==> src/rtl/octdiv_pkg.sv <==
package octdiv_pkg;
  localparam int OCT_W   = 4;
  localparam int NUM_OCT = 1 << OCT_W;
  localparam int CNT_W   = NUM_OCT;

  typedef enum logic [1:0] {
    CFG_BOTH = 2'b00,
    CFG_AUX  = 2'b01,
    CFG_MAIN = 2'b10,
    CFG_OFF  = 2'b11
  } cfg_e;

  // strobes from control to datapath
  typedef struct packed {
    logic             hold;
    logic [OCT_W-1:0] tapIdx;
  } ctrl_s;
endpackage

==> src/rtl/octdiv_ctrl.sv <==
module octdiv_ctrl
  import octdiv_pkg::*;
(
  input  logic             clk,
  input  logic             rstN,
  input  logic [OCT_W-1:0] octCode,
  input  logic [1:0]       cfgCode,
  input  logic             tcIn,
  output ctrl_s            ctrl,
  output logic             mainEn,
  output logic             auxEn
);
  cfg_e             cfgQ;
  logic [OCT_W-1:0] activeOct;
  logic             pd;

  assign pd = (cfgQ == CFG_OFF);

  always_ff @(posedge clk or negedge rstN) begin
    if (!rstN) begin
      cfgQ      <= CFG_BOTH;
      activeOct <= '0;
    end else begin
      cfgQ <= cfg_e'(cfgCode);
      if (pd || tcIn) activeOct <= octCode;
    end
  end

  always_comb begin
    ctrl.hold   = pd;
    ctrl.tapIdx = OCT_W'(NUM_OCT - 1) - activeOct;
    mainEn      = (cfgQ == CFG_BOTH) || (cfgQ == CFG_MAIN);
    auxEn       = (cfgQ == CFG_BOTH) || (cfgQ == CFG_AUX);
  end


  oct_switch_chk: assert property (@(posedge clk) disable iff (!rstN)
    (activeOct != $past(activeOct)) |-> $past(tcIn || pd));
endmodule

==> src/rtl/octdiv_path.sv <==
module octdiv_path
  import octdiv_pkg::*;
(
  input  logic  clk,
  input  logic  rstN,
  input  ctrl_s ctrl,
  output logic  tcOut,
  output logic  phaseQ,
  output logic  auxQ
);
  logic [CNT_W-1:0] cnt;
  logic [CNT_W-1:0] mask;

  // bit i belongs to the current period when i <= tap index
  for (genvar i = 0; i < CNT_W; i++) begin : g_mask
    assign mask[i] = (i <= int'(ctrl.tapIdx));
  end

  assign tcOut = &(cnt | ~mask);

  always_ff @(posedge clk or negedge rstN) begin
    if (!rstN) begin
      cnt    <= '0;
      phaseQ <= 1'b0;
      auxQ   <= 1'b0;
    end else if (ctrl.hold) begin
      cnt    <= '0;
      phaseQ <= 1'b0;
      auxQ   <= 1'b0;
    end else begin
      cnt    <= tcOut ? '0 : cnt + 1'b1;
      phaseQ <= cnt[ctrl.tapIdx];
      auxQ   <= ~cnt[ctrl.tapIdx];
    end
  end


  cnt_bound_chk: assert property (@(posedge clk) disable iff (!rstN)
    (cnt & ~mask) == '0);


  pd_clear_chk: assert property (@(posedge clk) disable iff (!rstN)
    ctrl.hold |=> (cnt == '0) && !phaseQ);
endmodule

==> src/rtl/octave_clk_div.sv <==
module octave_clk_div
  import octdiv_pkg::*;
(
  input  logic             clk,
  input  logic             rstN,
  input  logic [OCT_W-1:0] octCode,
  input  logic [1:0]       cfgCode,
  input  logic             outEn,
  output logic             mainOut,
  output logic             auxOut
);
  ctrl_s ctrl;
  logic  tc, phaseQ, auxQ, mainEn, auxEn;

  octdiv_ctrl u_ctrl (
    .clk(clk), .rstN(rstN), .octCode(octCode), .cfgCode(cfgCode),
    .tcIn(tc), .ctrl(ctrl), .mainEn(mainEn), .auxEn(auxEn)
  );

  octdiv_path u_path (
    .clk(clk), .rstN(rstN), .ctrl(ctrl),
    .tcOut(tc), .phaseQ(phaseQ), .auxQ(auxQ)
  );

  assign mainOut = outEn & mainEn & phaseQ;
  assign auxOut  = outEn & auxEn & auxQ;


  no_overlap_chk: assert property (@(posedge clk) disable iff (!rstN)
    !(mainOut && auxOut));
endmodule

==> config.mk <==
export PLATFORM = sky130hd
export DESIGN_NAME = octave_clk_div
export DESIGN_NICKNAME = d
export VERILOG_FILES = /design/src/rtl/octdiv_pkg.sv /design/src/rtl/octdiv_ctrl.sv /design/src/rtl/octdiv_path.sv /design/src/rtl/octave_clk_div.sv
export SDC_FILE = /design/constraint.sdc
export NUM_CORES = 1
export LEC_CHECK = 0
export ABC_AREA = 1
export ABC_CLOCK_PERIOD_IN_PS = 1500
export BUFFER_PORTS_ARGS = -buffer_cell sky130_fd_sc_hd__buf_2
export CAP_MARGIN = 20
export CORE_ASPECT_RATIO = 0.9
export CORE_MARGIN = 5
export CORE_UTILIZATION = 58
export CTS_CLUSTER_SIZE = 40
export DETAILED_ROUTE_END_ITERATION = 8
export PLACE_DENSITY = 0.78
export SYNTH_ARGS = -nofsm -noshare
export SYNTH_HDL_FRONTEND = slang
export SYNTH_SLANG_ARGS = --single-unit
==> constraint.sdc <==
create_clock -name clk -period 1.5 [get_ports clk]
set_input_delay 0.3 -clock clk [delete_from_list [all_inputs] [get_ports clk]]
set_output_delay 0.3 -clock clk [all_outputs]
set_load 0.02 [all_outputs]
**Yosys cells after proc, flatten, opt, wreduce, memory -nomap -nowiden**

Cells that the tools add are included.

- Add/subtract/negate cells: 2
- Magnitude comparators: 16
- Equality and inequality tests: 3
- Muxes and demuxes: 6
- Bitwise logic cells: 7
- Reductions and logical operators: 5

Operators by type and width:

| kind | number |
|---|---|
| <= comparator 4 bit, first input constant | 8 |
| two-way mux 16 bit | 2 |
| adder 16 x 1 -> 16 bit, second input constant | 1 |
| <= comparator 3 x 4 -> 1 bit, first input constant | 4 |
| NOT 16 bit | 1 |
| bitwise OR 16 bit | 1 |
| AND reduction 16 bit | 1 |
| <= comparator 2 x 4 -> 1 bit, first input constant | 2 |
| < comparator 4 x 5 -> 1 bit, second input constant | 1 |
| AND 1 bit | 4 |
| binary-select mux 1 bit (select 4 bit) | 1 |
| equality test 2 bit, second input constant | 2 |
| <= comparator 1 x 4 -> 1 bit, first input constant | 1 |
| subtractor 4 bit, first input constant | 1 |
| logical OR 1 bit | 3 |
| two-way mux 1 bit | 3 |
| equality test 2 x 1 -> 1 bit, second input constant | 1 |
| zero test 2 bit | 1 |
| NOT 1 bit | 1 |

- Register bits after elaboration: 24
- Bits of input ports: 9
- Output and inout bits: 2
- Word-level logic and storage cells: 44

**Longest topological paths before layout**

- Depth in word-level cells: 7
- Mapped depth: 11

**Hierarchy**

Synthesis repeated with hierarchy kept, for this count alone.

- Cells, all modules: 235
- Area total of the unflattened synthesis: 1549.0 sq um

Modules (own cells, without submodules):

| module | instances | cells each | area each (sq um) |
|---|---|---|---|
| octdiv_path | 1 | 200 | 1266.2 |
| octdiv_ctrl | 1 | 29 | 255.2 |
| octave_clk_div | 1 | 6 | 27.5 |

**Worst setup path before layout**

OpenSTA, ideal clock, no wires.

- Kind: flip-flop to flip-flop
- Start point: register u_ctrl.activeOct[0]
- End point: register u_path.cnt[10]
- Arrival time: 1275 ps
- Slack: 104 ps
- Stages on the path, launching flop included: 10
- Path buffers: 2
- Clock period less this slack: 1396 ps
- Cell sequence: dfrtp_1 -> buf_4 -> nand2_1 -> o21ai_0 -> nand3_1 -> nor2_1 -> nand3_2 -> nand2_4 -> buf_8 -> nor2_1

- Cells in the longest elaborated chain, start to end: 7
- Elaborated cells on any way between the ends: 21
- Classes of those cells: add/sub (1); order compare (15); mux (2); bitwise (2); reduce/logical (1)

RTL lines:

| item | RTL line | source |
|---|---|---|
| start, declared | octdiv_ctrl.sv:14 | `logic [OCT_W-1:0] activeOct;` |
| start signal, assigned | octdiv_ctrl.sv:25 | `if (pd \|\| tcIn) activeOct <= octCode;` |
| subtractor 4 bit * | octdiv_ctrl.sv:31 | `ctrl.tapIdx = OCT_W'(NUM_OCT - 1) - activeOct;` |
| <= comparator 1 x 4 -> 1 bit, or another cell as far along | octdiv_path.sv:16 | `assign mask[i] = (i <= int'(ctrl.tapIdx));` |
| NOT 16 bit * | octdiv_path.sv:19 | `assign tcOut = &(cnt \| ~mask);` |
| bitwise OR 16 bit * | octdiv_path.sv:19 |  |
| AND reduction 16 bit * | octdiv_path.sv:19 |  |
| two-way mux 16 bit * | octdiv_path.sv:31 | `cnt <= tcOut ? '0 : cnt + 1'b1;` |
| two-way mux 16 bit * | octdiv_path.sv:26 | `end else if (ctrl.hold) begin` |
| end signal, assigned | octdiv_path.sv:31 |  |
| end, declared | octdiv_path.sv:11 | `logic [CNT_W-1:0] cnt;` |

Mark *: on every way between the ends. The rest lies on a longest branch, timed or not.
A chain may end at the register's enable or synchronous reset.

**Worst setup path in the final report**

- Start point: register u_ctrl.activeOct[1]
- End point: register u_path.cnt[13]

The elaborated chain is that of the path after synthesis.

==> summary.md <==
| Metric | Value |
|---|---|
| Crit path from | `u_ctrl.activeOct[1]$_DFFE_PN0P_` |
| Iter 0 DRT Violations | `61` |
| Worst setup EP type | `flip-flop` |
| Fmax | `627.1 MHz` |
| Crit Path Class | `reg2reg` |
| First-pass GRT wire length | `~5500 um` |
| Slowest CP cell | `dfrtp_2` |
| Crit-path max cell delay | `0.50 ns` |
| Num CTS Buffers | `3` |
| RSZ-0062 raised after global routing | `true` |
| Synth Area in Simple Gates | `30.45%` |
| Largest net degree at the start of global routing | `25` |
| Commonest non-fill, non-tap cells in the layout | `nand2_1 (40), nor2_1 (22), dfrtp_1 (19)` |
| GRT Total Usage | `between 20% and 30%` |
| Nets | `219` |
| Synth Register Bits | `24` |
| Cells after DPL | `about 220` |
| Worst setup endpoint | `u_path.cnt[13]$_DFF_PN0_` |
| Status | `finished with violations` |
| Clk_skew | `0.005870 ns` |
| CTS Root Buffer Type | `clkbuf_4` |
| WL/cell | `approximately 17 um` |
| Compound-gate portion of the synthesized area | `a little over a tenth` |
| Setup violators final | `20` |
| Final Cycle Share | `106.3%` |
| Syn Nets | `189` |
| Fin util | `78.38%` |
| Worst hold path type | `in2reg` |
| Clk sink count | `24` |
| CP required | `around 1.7 ns` |
| CORE AREA | `about 2200 sq um` |
| Final WS setup | `-0.09473 ns` |
| Clk buf depth | `2` |
| Number of routed nets with antenna violations | `0` |
| CTS tree | `yes` |
| Die height | `around 55 um` |
| DRC | `0` |
| Worst rel slew slack | `56.90%` |
| Grt ovf | `0` |
| Violated checks | `negative setup slack` |
| Die width | `between 60 and 70 um` |
| FF-to-FF path depth | `9` |
| Total Die Area | `roughly 3400 sq um` |
| Clock period minus final worst setup slack | `around 1.6 ns` |
| DR vias | `between 1000 and 1500` |
| Worst skew pair latency | `around 0.32 ns` |
| Syn Area/Cell | `around 7.4 sq um` |
| YS warnings | `0` |
| Mapped cell area | `between 1000 and 1500 sq um` |
| Final Wtd Congestion | `0.9074` |
| Share of cells above drive strength 1 | `32.69%` |
| Post-synthesis instance total | `~180` |
| MaxCap Viol Count | `0` |
| Main combinational cell family by area after synthesis | `simple AND/OR/NAND/NOR gates` |
| Initial antenna violation count | `0` |
| Leak | `about 0.8 nW` |
| Worst VDD drop | `roughly 1 mV` |
| Antenna diodes | `0` |
| Area grow syn2layout | `28.48%` |
| Share of the synthesized area in the top cell type | `45.11%` |
| Depth of the CTS H-tree | `1` |
| R2r setup slk | `-0.09 ns` |
| Initial Utilization | `61.01%` |
| Hold Fails Final Rpt | `0` |
| Yosys cell types | `22` |
| Register area share after synthesis | `45.11%` |
| Final Slew Violations | `0` |
| WL final | `between 3000 and 4000 um` |
| Xor/xnor cell area share of the yosys netlist | `around 4.6%` |
| Post-synthesis adder-cell area fraction | `0.9398%` |
| Vias in the first global route | `between 1000 and 1500` |
| Worst-Margin Slew | `between 0.6 and 0.7 ns` |
| IO Count | `11` |
| Synth area leader | `dfrtp_1` |
| Commonest non-fill, non-tap cell in the layout | `nand2_1` |
| Critical R2R Capture | `u_path.cnt[13]$_DFF_PN0_` |
| Setup crit start kind | `flip-flop` |
| # rows | `16` |
| Top post-synthesis cells by area | `dfrtp_1 (45%), nand2_1 (12%), nor2_1 (10%)` |
| Via-to-Cell Ratio | `5.898` |
| Drt pass-1 iters | `4` |
| Non-Filler Instances | `between 200 and 250` |
| Dpl hpwl | `between 2000 and 2500 um` |
| Mux contribution to synthesized area | `0%` |
| CP cell instances | `nor2_2 -> nand2_1 -> nand2_1 -> inv_1 -> nand3_2 -> nor2_4 -> nand3_4 -> nand2_4 -> nor2_2` |
| Crit Path Max Fanout | `7` |
| IO buf count | `10` |
| CP arrival | `about 1.8 ns` |
| Worst R2R Start | `u_ctrl.activeOct[1]$_DFFE_PN0P_` |
| Clock-pin slew on the worst setup and hold paths | `roughly 0.13 ns` |
| Pwr Density | `984.9 nW/um^2` |
-- worst min path at each step --
stage,from,end,depth (start not counted)
5_1_grt,cfgCode[0],u_ctrl.cfgQ[0]$_DFF_PN0_,1
6_report,cfgCode[0],u_ctrl.cfgQ[0]$_DFF_PN0_,1
3_5_place_dp,rstN,u_path.cnt[5]$_DFF_PN0_,1
3_3_place_gp,rstN,u_path.cnt[7]$_DFF_PN0_,1
2_1_floorplan,rstN,u_ctrl.activeOct[0]$_DFFE_PN0P_,0
4_1_cts,cfgCode[0],u_ctrl.cfgQ[0]$_DFF_PN0_,1
-- routing by layer --
layer	vias up	track usage, %	wire (um)
met5	-	0	0
li1	633	-	-
met2	85	34.72	1885
met3	28	4.895	390
met4	0	5.263	159
met1	640	28.43	1451
-- through the flow --
step	setup slack, ns	hold WS, ns	instance area (sq um)	power [mW]	setup TNS (ns)
2_1_floorplan	0.1045	0.004409	1331	1.039	0
3_3_place_gp	-0.05678	0.2960	1460	1.160	-0.7582
3_5_place_dp	-0.1186	0.3013	1460	1.171	-0.8063
4_1_cts	-0.01723	0.07326	1579	1.541	-0.01723
5_1_grt	-0.1496	0.05142	1710	1.786	-2.280
6_report	-0.09473	0.06732	1710	1.685	-1.457
-- kinds of logic (layout without fill, tap and decap cells) --
logic type                 Yosys count  after routing
adders and majority gates            1              1
DFF                                 24             24
buffers and inverters               23             50
and+or+nand+nor                     98            100
AOI/OAI and AO/OA                   26             26
xor gates and xnor gates             7              7
-- repair_timing --
item / CTS / global route
endpoints found under the setup margin: 19 / 20
setup buffers: 3 / 2
hold buffers: 1 / 0
pin swaps: 5 / 19
resized for setup: 13 / 38
endpoints found under the hold margin: 24 / 0
gates cloned: 1 / 1
-- power breakdown --
group	switching [mW]	total (mW)	internal, mW
clock	0.196	0.345	0.149
sequential	0.106	0.822	0.716
combinational	0.298	0.518	0.221
-- cell usage after synthesis --
library cell,number
a21boi_0,1
o21ai_0,13
buf_4,2
nand3_2,1
o21bai_1,2
ha_1,1
nand4_1,2
nor2_1,37
nand2_2,1
xor2_1,6
dfrtp_1,24
inv_1,19
nand2_1,43
buf_8,1
nand2_4,1
a21oi_1,5
xnor2_1,1
o22ai_1,3
nand3_1,12
o211ai_1,2
nor3_1,1
inv_2,1
-- critical path: cells and delay by family (launching register included) --
family,cells,cell delay (ns)
buffers and inverters,1,0.06
flip-flops,1,0.50
AND/OR/NAND/NOR,8,0.92
-- final cells by class --
cell class,count,area (sq um)
clock buffer,4,36.28
fill,141,471.7
inverter,20,75.07
multi-input combinational,134,774.5
sequential,24,606.8
tap,27,33.78
timing repair buffer,26,183.9
-- flip-flops by register name, summed over array words and instances (netlist names) --
| name | count |
|---|---|
| u_ctrl.activeOct | 4 |
| u_path.cnt | 16 |
| u_path.phaseQ | 1 |
| u_path.auxQ | 1 |
| u_ctrl.cfgQ | 2 |
Power figures use the tool's default switching activity.
